--- config.mk ---
export PLATFORM = sky130hd
export DESIGN_NAME = lsu_core
export DESIGN_NICKNAME = d
export VERILOG_FILES = /design/src/rtl/lsu_pkg.sv /design/src/rtl/lsu_agen.sv /design/src/rtl/lsu_store_align.sv /design/src/rtl/lsu_load_align.sv /design/src/rtl/lsu_core.sv
export SDC_FILE = /design/constraint.sdc
export NUM_CORES = 1
export LEC_CHECK = 0
export CAP_MARGIN = 20
export CORE_ASPECT_RATIO = 1.75
export CORE_MARGIN = 4
export CORE_UTILIZATION = 38
export CTS_CLUSTER_DIAMETER = 60
export DETAILED_ROUTE_END_ITERATION = 16
export GPL_TIMING_DRIVEN = 0
export MAX_ROUTING_LAYER = met4
export PLACE_DENSITY = 0.83
export SYNTH_ARGS = -nofsm -noshare
export SYNTH_HDL_FRONTEND = slang
export SYNTH_HIERARCHICAL = 1
export SYNTH_SLANG_ARGS = --single-unit
export TNS_END_PERCENT = 50
--- constraint.sdc ---
create_clock -name clk_i -period 3.5 [get_ports clk_i]
set_input_delay 0.525 -clock clk_i [delete_from_list [all_inputs] [get_ports clk_i]]
set_output_delay 0.525 -clock clk_i [all_outputs]
set_load 0.005 [all_outputs]
--- src/rtl/lsu_pkg.sv ---
package lsu_pkg;
  typedef struct packed {
    logic valid;
    logic reg_mode;
    logic is_byte;
    logic store;
  } acc_dec_t;

  function automatic acc_dec_t decode_op(input logic [4:0] op, input logic req);
    acc_dec_t d;
    d.valid    = req && (op[4:3] == 2'b10);
    d.reg_mode = op[2];
    d.is_byte  = op[1];
    d.store    = op[0];
    return d;
  endfunction
endpackage

--- src/rtl/lsu_agen.sv ---
module lsu_agen #(
  parameter int ADDR_W = 16,
  parameter int DISP_W = 5
) (
  input  logic              reg_mode_i,
  input  logic [ADDR_W-1:0] base_i,
  input  logic [DISP_W-1:0] disp_i,
  input  logic [ADDR_W-1:0] reg_a_i,
  input  logic [ADDR_W-1:0] reg_b_i,
  output logic [ADDR_W-1:0] addr_o
);
  localparam int EXT_W = ADDR_W - DISP_W;

  logic [ADDR_W-1:0] disp_ext;

  assign disp_ext = {{EXT_W{disp_i[DISP_W-1]}}, disp_i};
  // sums truncate to ADDR_W: wraparound is intended
  assign addr_o   = reg_mode_i ? (reg_a_i + reg_b_i) : (base_i + disp_ext);
endmodule

--- src/rtl/lsu_store_align.sv ---
module lsu_store_align #(
  parameter int DATA_W = 16,
  parameter int ADDR_W = 16
) (
  input  logic              is_byte_i,
  input  logic [ADDR_W-1:0] addr_i,
  input  logic [DATA_W-1:0] sdata_i,
  output logic [DATA_W/8-1:0] be_o,
  output logic [DATA_W-1:0] wdata_o,
  output logic              misalign_o
);
  localparam int LANES  = DATA_W / 8;
  localparam int LANE_W = $clog2(LANES);

  logic [LANE_W-1:0] lane;

  assign lane       = addr_i[LANE_W-1:0];
  assign misalign_o = !is_byte_i && (|lane);

  always_comb begin
    be_o = '0;
    if (is_byte_i) begin
      for (int i = 0; i < LANES; i++)
        if (lane == LANE_W'(i)) be_o[i] = 1'b1;
    end else begin
      be_o = '1;
    end
  end

  for (genvar g = 0; g < LANES; g++) begin : g_lane
    assign wdata_o[g*8 +: 8] = is_byte_i ? sdata_i[7:0] : sdata_i[g*8 +: 8];
  end
endmodule

--- src/rtl/lsu_load_align.sv ---
module lsu_load_align #(
  parameter int DATA_W = 16,
  parameter int ADDR_W = 16,
  parameter int IDX_W  = 3
) (
  input  logic              clk_i,
  input  logic              rst_ni,
  input  logic              issue_load_i,
  input  logic              drop_i,
  input  logic              is_byte_i,
  input  logic [ADDR_W-1:0] addr_i,
  input  logic [IDX_W-1:0]  dest_i,
  input  logic [DATA_W-1:0] rdata_i,
  output logic              valid_o,
  output logic [IDX_W-1:0]  dest_o,
  output logic [DATA_W-1:0] data_o,
  output logic              misalign_o
);
  localparam int LANES  = DATA_W / 8;
  localparam int LANE_W = $clog2(LANES);

  logic              byte_q;
  logic [LANE_W-1:0] lane_q;
  logic [7:0]        byte_sel;

  always_ff @(posedge clk_i or negedge rst_ni) begin
    if (!rst_ni) begin
      valid_o    <= 1'b0;
      misalign_o <= 1'b0;
      byte_q     <= 1'b0;
      lane_q     <= '0;
      dest_o     <= '0;
    end else begin
      valid_o    <= issue_load_i;
      misalign_o <= drop_i;
      if (issue_load_i) begin
        byte_q <= is_byte_i;
        lane_q <= addr_i[LANE_W-1:0];
        dest_o <= dest_i;
      end
    end
  end

  always_comb begin
    byte_sel = '0;
    for (int i = 0; i < LANES; i++)
      if (lane_q == LANE_W'(i)) byte_sel = rdata_i[i*8 +: 8];
  end

  assign data_o = byte_q ? {{(DATA_W-8){1'b0}}, byte_sel} : rdata_i;

  assert_valid_follows_R6: assert property (@(posedge clk_i) disable iff (!rst_ni)
    issue_load_i |=> valid_o);
  assert_flag_exclusive_R8: assert property (@(posedge clk_i) disable iff (!rst_ni)
    !(valid_o && misalign_o));
endmodule

--- src/rtl/lsu_core.sv ---
module lsu_core #(
  parameter int DATA_W = 16,
  parameter int ADDR_W = 16,
  parameter int DISP_W = 5,
  parameter int IDX_W  = 3
) (
  input  logic                clk_i,
  input  logic                rst_ni,
  input  logic                req_i,
  input  logic [4:0]          op_i,
  input  logic [IDX_W-1:0]    dest_i,
  input  logic [ADDR_W-1:0]   base_i,
  input  logic [DISP_W-1:0]   disp_i,
  input  logic [ADDR_W-1:0]   reg_a_i,
  input  logic [ADDR_W-1:0]   reg_b_i,
  input  logic [DATA_W-1:0]   store_data_i,
  output logic                mem_req_o,
  output logic                mem_we_o,
  output logic [ADDR_W-1:0]   mem_addr_o,
  output logic [DATA_W/8-1:0] mem_be_o,
  output logic [DATA_W-1:0]   mem_wdata_o,
  input  logic [DATA_W-1:0]   mem_rdata_i,
  output logic                load_valid_o,
  output logic [IDX_W-1:0]    load_dest_o,
  output logic [DATA_W-1:0]   load_data_o,
  output logic                misalign_o
);
  import lsu_pkg::*;

  localparam int LANES = DATA_W / 8;

  acc_dec_t          dec;
  logic [ADDR_W-1:0] addr;
  logic [LANES-1:0]  be;
  logic [DATA_W-1:0] wdata;
  logic              mis;
  logic              go;

  assign dec = decode_op(op_i, req_i);

  lsu_agen #(.ADDR_W(ADDR_W), .DISP_W(DISP_W)) i_agen (
    .reg_mode_i (dec.reg_mode),
    .base_i     (base_i),
    .disp_i     (disp_i),
    .reg_a_i    (reg_a_i),
    .reg_b_i    (reg_b_i),
    .addr_o     (addr)
  );

  lsu_store_align #(.DATA_W(DATA_W), .ADDR_W(ADDR_W)) i_store (
    .is_byte_i  (dec.is_byte),
    .addr_i     (addr),
    .sdata_i    (store_data_i),
    .be_o       (be),
    .wdata_o    (wdata),
    .misalign_o (mis)
  );

  assign go          = dec.valid && !mis;
  assign mem_req_o   = go;
  assign mem_we_o    = go && dec.store;
  assign mem_addr_o  = addr;
  assign mem_be_o    = go ? be : '0;
  assign mem_wdata_o = (go && dec.store) ? wdata : '0;

  lsu_load_align #(.DATA_W(DATA_W), .ADDR_W(ADDR_W), .IDX_W(IDX_W)) i_load (
    .clk_i        (clk_i),
    .rst_ni       (rst_ni),
    .issue_load_i (go && !dec.store),
    .drop_i       (dec.valid && mis),
    .is_byte_i    (dec.is_byte),
    .addr_i       (addr),
    .dest_i       (dest_i),
    .rdata_i      (mem_rdata_i),
    .valid_o      (load_valid_o),
    .dest_o       (load_dest_o),
    .data_o       (load_data_o),
    .misalign_o   (misalign_o)
  );

  assert_idle_quiet_R1: assert property (@(posedge clk_i) disable iff (!rst_ni)
    !mem_req_o |-> (mem_be_o == '0 && !mem_we_o));
  assert_word_even_R8: assert property (@(posedge clk_i) disable iff (!rst_ni)
    (mem_req_o && !dec.is_byte) |-> !mem_addr_o[0]);
  assert_byte_one_lane_R5: assert property (@(posedge clk_i) disable iff (!rst_ni)
    (mem_we_o && dec.is_byte) |-> ($countones(mem_be_o) == 1));
  assert_byte_no_flag_R11: assert property (@(posedge clk_i) disable iff (!rst_ni)
    (dec.valid && dec.is_byte) |=> !misalign_o);
endmodule

# --- Word level (Yosys, flattened, before mapping) ---
# Index checks and enable logic that the tools add are counted.
# Widths: inputs -> output; s select.
totals:
  out_inout_bits: 57
  regBits: 7
  wordCells: 26
  input_bits: 96
op_classes:
  eq_ne: 1
  n_addsub: 2
  n_mux: 9
  reduce_logical: 9
op_table:
  columns: ["op", "n"]
  rows:
  - ["$mux 16", 3]
  - ["$add 16x16->16", 2]
  - ["$mux 8", 2]
  - ["$logic_and 1x1->1", 6]
  - ["$mux 2", 2]
  - ["$logic_not 1->1", 3]
  - ["$eq 2x2->1 const B", 1]
  - ["$mux 1", 2]

# --- Depth between registers and ports, before layout ---
# Gate-level depths: netlist of run 1.
logic_depth:
  depth_word: 7
  mapped_depth: 8
  mapped_depth_nobuf: 8

# --- Cells and area by module ---
# Netlist of run 1, hierarchy kept.
by_module_without_submodules:
  columns: ["mod", "cells_each", "area_each_um2", "instances"]
  rows:
  - ["lsu_agen", 223, 1601.5, 1]
  - ["lsu_load_align", 30, 430.4, 1]
  - ["lsu_store_align", 20, 203.9, 1]
  - ["lsu_core", 28, 202.7, 1]

# --- Worst setup path before layout of run 1 ---
# No wires, ideal clock.
synth_path:
  kind: "input port to output port"
  from: "input base_i[0]"
  to: "output mem_addr_o[10]"
  cell_stages: 8
  slack_ns: 0.685
  required_time_ns: 2.975
  path_buffers: 0
  arrival_time_ns: 2.290
  path_cell_list: "ha_1 fa_1 a211oi_1 o21bai_1 a2111oi_0 nor3_1 xnor2_1 o22ai_1"
synth_via:
  elab_chain_len: 2
synth_lines:
  columns: ["item", "line", "text"]
  rows:
  - ["from (decl)", "lsu_core.sv:12", "input logic [ADDR_W-1:0] base_i,"]
  - ["$add 16x16->16", "lsu_agen.sv:18", "assign addr_o = reg_mode_i ? (reg_a_i + reg_b_i) : (base_i + disp_ext);"]
  - ["$mux 16", "lsu_agen.sv:18", null]
  - ["to (decl)", "lsu_core.sv:19", "output logic [ADDR_W-1:0] mem_addr_o,"]
# No other way between the ends.

# --- Worst setup path after layout of run 1 ---
layout_path:
  from: "input op_i[2]"
  to: "output mem_wdata_o[9]"
layout_via:
  elab_chain_len: 6
layout_lines:
  columns: ["item", "line", "text"]
  rows:
  - ["from (decl)", "lsu_core.sv:10", "input logic [4:0] op_i,"]
  - ["$mux 16", "lsu_agen.sv:18", null]
  - ["$logic_and 1x1->1", "lsu_store_align.sv:18", "assign misalign_o = !is_byte_i && (|lane);"]
  - ["named net mis", "lsu_core.sv:36", "logic mis;"]
  - ["$logic_not 1->1", "lsu_core.sv:59", "assign go = dec.valid && !mis;"]
  - ["$logic_and 1x1->1", "lsu_core.sv:59", null]
  - ["$logic_and 1x1->1", "lsu_core.sv:64", "assign mem_wdata_o = (go && dec.store) ? wdata : '0;"]
  - ["$mux 16", "lsu_core.sv:64", null]
  - ["to (decl)", "lsu_core.sv:21", "output logic [DATA_W-1:0] mem_wdata_o,"]
# The timed path passes the listed nets, and every way through them passes these cells.

==> out/results.tsv, run 1 <==
metric	value	unit
status	finished clean	
Num CTS Buffers	3	
initial drt markers	92	
critical path required time	2.97	ns
Placed Cells	533	
Final Util	69.30	%
Fill cells	518	
fin nets	591	
Setup TNS Final	0	ns
CTS Root Cell	clkbuf_8	
# hold bufs at CTS	0	
Storage cell area	175.2	sq um
ys flop type	dfrtp_1	
Total Wirelength	8.484	mm
post-synthesis cell type count	51	
Hold WS	0.5200	ns
register area share after synthesis	7.183	%
DR WL/cell	15.65	microns
syn_nets	429	
Clk Latency, worst-skew pair	0.23	ns
leading area contributor after synthesis	ha_1	
Design Power	0.001003	W
number of enable flip-flop cells after synthesis	0	
Final Max Slew Viols	0	
PwrDens	232.3	nW/um^2
HP Start	i_load/dest_o[0]	
kind of critical path	input port to output pin	
worst slew pin tran	0.7587	ns
worst setup path start	op_i[2]	
Starting Density	39.15	%
Placer Congestion	0.8548	
global-route wire length before repair	12.93	mm
CP Launch Type	input port	
cell row count	38	
Highest Clock Rate	292.8	MHz
Max VDD drop	0.2723	mV
PortBufs	152	
met1 wire length	2.913	mm
max layer used	met4	
CP arrival	2.89	ns
number of global-route vias before repair	3075	
n_diodes	0	
netlist area before placement	2439	sq um
Mean Syn Cell Area	8.102	sq um
CTS Buffer Depth	2	
Syn Inst Count	301	
core area	6228	sq um
initial antenna violation count	0	
synthesized flop and latch total	7	
met3 WL	567	microns
Final Hold Fails	0	
Synth area leaders	ha_1 15%, mux2_4 9.2%, dfrtp_1 7.2%	
Die Ht	114.0	microns
clock slew at reported path FFs	0.04	ns
CP endpoint kind	output pin	
Total GRT Usage	21.41	%
Final min period	3.415	ns
DRT Pass-1 Iters	4	
share of post-route cells with drive strength above 1	17.10	%
period utilization	97.57	%
Worst Skew	0	ns
largest net degree at the start of global routing	13	
io pins	153	
total die area	7814	sq um
Vias	2912	
number of synthesis warnings	6	
Final HPWL DP	7.246	mm
# setup viols final	0	
Slew HR	49.03	%
Worst Hold Class	register to register	
grt ovf	0	
length of routed met2 wiring	4.854	mm
max_cap viols	0	
post-synth top area share	15.39	%
Leak Pwr	1.970	nW
area delta synth->final	77.01	%
# DRC	0	
Die W	68.56	microns
CTS sink cnt	7	
vias per inst	5.373	
non-filler cells, final	542	
Final ANT Viol Nets	0	
Multi-input gate area	2261	sq um
Crit Path Max Fanout	10	
unrepaired setup endpoints after global routing	true	
Synth async-reset ratio	100.0	%
R2R Path Start	i_load/byte_q	
CTS tree	done	
H-tree lvl count	1	
-- path summary, 6_finish.rpt --
path,end,slack [ns],cells past startpoint
hold / removal,i_load/dest_o[0],0.52,1
max in group asynchronous,i_load/dest_o[1],2.71,1
min in group asynchronous,i_load/dest_o[0],0.55,1
hold reg to reg,i_load/dest_o[0],0.52,1
setup / recovery,mem_wdata_o[9],0.09,8
setup reg to reg,i_load/byte_q,2.63,2
-- registers in the layout (all words and copies together), names as in the netlist --
| name | cells |
|---|---|
| i_load/lane_q | 1 |
| i_load/valid_o | 1 |
| i_load/misalign_o | 1 |
| i_load/dest_o | 3 |
| i_load/byte_q | 1 |
-- layout make-up --
cell class | instances | area share (%)
timing repair buffer | 158 | 36.78
inverter | 3 | 0.2609
sequential | 7 | 4.058
clock buffer | 3 | 0.9565
clock inverter | 1 | 0.1159
multi-input combinational | 273 | 52.38
tap | 80 | 2.319
buffer | 17 | 3.130
-- synthesized netlist by cell type, drive strengths merged, types with 6 or more instances --
cell type	count
ha	30
o21ai	25
nand2	24
mux2	23
and3	21
a21oi	20
xnor2	19
buf	15
nor2	14
a21o	12
xor2	8
dfrtp	7
nand2b	6
nor3	6
-- through the flow --
stage / setup WS (ns) / instance area [sq um]
2_1_floorplan: 0.6848 / 2439
3_3_place_gp: -0.5317 / 4060
3_5_place_dp: -0.5833 / 4060
4_1_cts: -0.05647 / 4215
5_1_grt: -0.05159 / 4317
6_report: 0.08507 / 4317
-- cell usage in the layout (no fill, tap or decap), types with 11 or more instances in the layout --
master / count
nor2_1: 13
a21o_1: 12
buf_4: 14
ha_1: 24
dlymetal6s2s_1: 11
mux2_4: 15
xnor2_1: 19
and3_1: 19
o21ai_0: 15
nand2_1: 23
clkdlybuf4s50_1: 137
a21oi_1: 15
-- kinds of logic (layout without fill, tap and decap cells) --
family / count (synthesis) / after routing / share of synthesized area, %
buf+inv: 21 / 182 / 6.003
xor+xnor: 27 / 27 / 9.697
mux: 28 / 28 / 14.98
flops: 7 / 7 / 7.183
simple gates: 101 / 101 / 23.14
compound gates: 85 / 85 / 21.96
fa+ha+maj: 32 / 32 / 17.03
-- worst max-delay path, stage by stage --
cell             delay (ns)
clkdlybuf4s50_1        0.47
clkbuf_4               0.21
mux2_2                 0.40
nor2b_2                0.21
nor2b_4                0.21
buf_6                  0.16
and3_1                 0.18
clkdlybuf4s50_1        0.52
-- metal layers --
metal,GRT usage [%],vias to the layer above
met1,19.29,1337
li1,-,1427
met3,3.448,14
met4,6.507,0
met5,-,-
met2,42.44,134
-- power breakdown --
group | switching, W | total (W) | internal [W]
combinational | 0.000316 | 0.000779 | 0.000462
clock | 0.0000380 | 0.000115 | 0.0000773
sequential | 0.0000112 | 0.000109 | 0.0000977
total | 0.000365 | 0.00100 | 0.000637
-- timing repair --
action                     4_1_cts  5_1_grt
hold endpoints to repair         0        0
setup endpoints to repair       24       20
setup buffers                    5        1
gates resized for setup         25       30
pin swaps                       13       13
Note: power is estimated with default switching activity, not from simulation.
==> run 2: changes to the inputs <==
HOLD_SLACK_MARGIN = 0.12   (was not set)
==> results of run 2 <==
Final layout, timing and power as in run 1 (identical DEF).
==> run 3: changes to the inputs <==
MAX_ROUTING_LAYER = not set   (was met4)
PLACE_DENSITY = 0.93   (was 0.83)
SLEW_MARGIN = 10   (was not set)
==> run 3 against run 2 <==
  * Sequential power hardly changed
  * Register-to-register slack worse by 0.03 ns
  * Power is 1.1% higher
  * Cell area is 1.0% lower
  * Combinational power is 2% higher
  * Count of clock-buffer cells in the layout is 1 higher
  * Die area stayed put
  * Hold slack worse by 0.0095 ns
  * First-iteration DRC count is 78% higher
  * The flow now finishes with violations (setup timing)
  * Critical endpoint is now mem_addr_o[13]
  * Clock power hardly changed
  * Sequential share of layout area hardly changed
  * Non-clock buffer count is 2 higher
==> out/results.tsv, run 3 (same netlist as run 1, synthesis figures left out) <==
metric	value	unit
status	finished, violations left	
failing checks	setup timing	
cell row count	38	
PwrDens	237.4	nW/um^2
grt ovf	0	
Largest stage delay, worst path	0.53	ns
clock slew at reported path FFs	0.04	ns
Final HPWL DP	7.741	mm
total die area	7814	sq um
most frequent cells in the layout	141 x clkdlybuf4s50_1, 23 x nand2_1, 23 x ha_1, 19 x and3_1, 18 x xnor2_1	
H-tree lvl count	1	
Num CTS Buffers	3	
CP endpoint kind	output pin	
Slew HR	45.40	%
unrepaired setup endpoints after global routing	true	
CTS Buffer Depth	2	
CP Cell Sequence	clkdlybuf4s50_1 > ha_4 > and3_1 > a221o_1 > a22o_1 > nor2_1 > xor2_1 > mux2i_1 > clkdlybuf4s50_1	
max_cap viols	0	
PortBufs	152	
Biggest register	i_load/dest_o	
core area	6228	sq um
CTS sink cnt	7	
Leak Pwr	1.920	nW
initial antenna violation count	0	
Fill cells	474	
period utilization	102.4	%
CP arrival	3.06	ns
Clk Latency, worst-skew pair	0.22	ns
Sequential Power Share	10.7	%
commonest non-fill, non-tap cell in the layout	clkdlybuf4s50_1	
Worst Skew	0	ns
Die W	68.56	microns
initial drt markers	164	
n_diodes	0	
sw power	0.0003737	W
cell-internal power	0.0006404	W
io pins	153	
Final Hold Fails	0	
# setup viols final	2	
vias per inst	5.577	
area delta synth->final	75.17	%
Total Wirelength	9.564	mm
number of global-route vias before repair	3264	
Die Ht	114.0	microns
largest net degree at the start of global routing	13	
Highest Clock Rate	279.0	MHz
# hold bufs at CTS	0	
Worst Hold Class	register to register	
DRT Pass-1 Iters	5	
final setup margin	-0.08428	ns
max reg flops	3	
CTS Root Cell	clkbuf_8	
Placer Congestion	0.9705	
post-place setup slack	-0.5330	ns
Final ANT Viol Nets	0	
Vias	3034	
share of post-route cells with drive strength above 1	15.95	%
Design Power	0.001014	W
kind of critical path	input port to output pin	
cell mode on critical path	clkdlybuf4s50_1	
worst slew pin tran	0.8127	ns
Total GRT Usage	24.35	%
fin nets	593	
CTS tree	done	
Final min period	3.584	ns
Crit Path Max Fanout	6	
Gate power share	78.2	%
crit path max-delay cell type	clkdlybuf4s50_1	
global-route wire length before repair	14.67	mm
Max VDD drop	0.2133	mV
switching share of power	36.85	%
CP Launch Type	input port	
clock share of power	11.0	%
Starting Density	39.15	%
Final Max Slew Viols	0	
DR WL/cell	17.58	microns
# DRC	0	
critical path required time	2.97	ns
==> run 3: changes by cell type in the layout (fill, tap and decap cells not counted), sizes merged <==
| cell | previous run | this run |
|---|---|---|
| dlygate4sd2 | 2 | 5 |
| clkdlybuf4s50 | 137 | 141 |
| buf | 21 | 23 |
| clkinv | 1 | 0 |
| dlymetal6s2s | 11 | 5 |
==> run 3: path summary, 6_finish.rpt <==
kind                             startpoint           endpoint  slack, ns  cells after the start
max in group asynchronous            rst_ni   i_load/dest_o[2]       2.71                      1
setup / recovery                  base_i[2]     mem_addr_o[13]      -0.08                      9
setup reg to reg              i_load/byte_q      i_load/byte_q       2.60                      2
hold / removal             i_load/dest_o[1]   i_load/dest_o[1]       0.51                      1
hold reg to reg            i_load/dest_o[1]   i_load/dest_o[1]       0.51                      1
min in group asynchronous            rst_ni  i_load/misalign_o       0.56                      1
==> run 3: worst max-delay path: cells and delay by family <==
kind | cells | cell delay, ns
simple gates | 2 | 0.33
compound gates | 2 | 0.69
xor+xnor | 1 | 0.09
mux | 1 | 0.13
fa+ha+maj | 1 | 0.24
buf+inv | 2 | 1.05
==> run 3: timing repair <==
action                     in CTS  in global routing
gates resized for setup        26                 13
buffers inserted                4                  4
setup endpoints to repair      22                 21
pin swaps                      16                  7
==> run 3: stage by stage <==
step	hold slack, ns	utilization (%)	setup TNS [ns]	instance area [sq um]	instances
floorplan	0.2294	-	0	2439	301
global placement	0.4925	65.19	-3.817	4060	533
detailed placement	0.5039	65.19	-4.787	4060	533
CTS	0.5123	67.30	-0.1582	4192	540
global route	0.5313	68.58	-0.6157	4272	544
finish	0.5105	68.58	-0.1131	4272	544
==> run 3: layer usage <==
layer / part of all wire, % / global-route usage [%] / vias to the layer above
li1: - / - / 1434
met5: 0 / 0 / -
met1: 33 / 21.58 / 1388
met3: 10 / 8.966 / 33
met2: 53 / 46.65 / 179
met4: 3.5 / 9.163 / 0
==> run 3: power by group through the flow <==
stage	clock network [W]	registers, W	logic, W
final	0.000112	0.000109	0.000793
after detailed placement	0	0.000110	0.000754
after floorplan	0	0.000109	0.000388
after global placement	0	0.000109	0.000736
after CTS	0.000116	0.000109	0.000772
after global routing	0.000120	0.000111	0.000857
==> run 3: final cells by class <==
class / count / area, sq um / area share [%]
clock buffer: 4 / 45.04 / 1.054
inverter: 3 / 11.26 / 0.2636
tap: 80 / 100.1 / 2.343
buffer: 17 / 132.6 / 3.105
multi-input combinational: 273 / 2218 / 51.93
sequential: 7 / 175.2 / 4.101
timing repair buffer: 160 / 1589 / 37.20
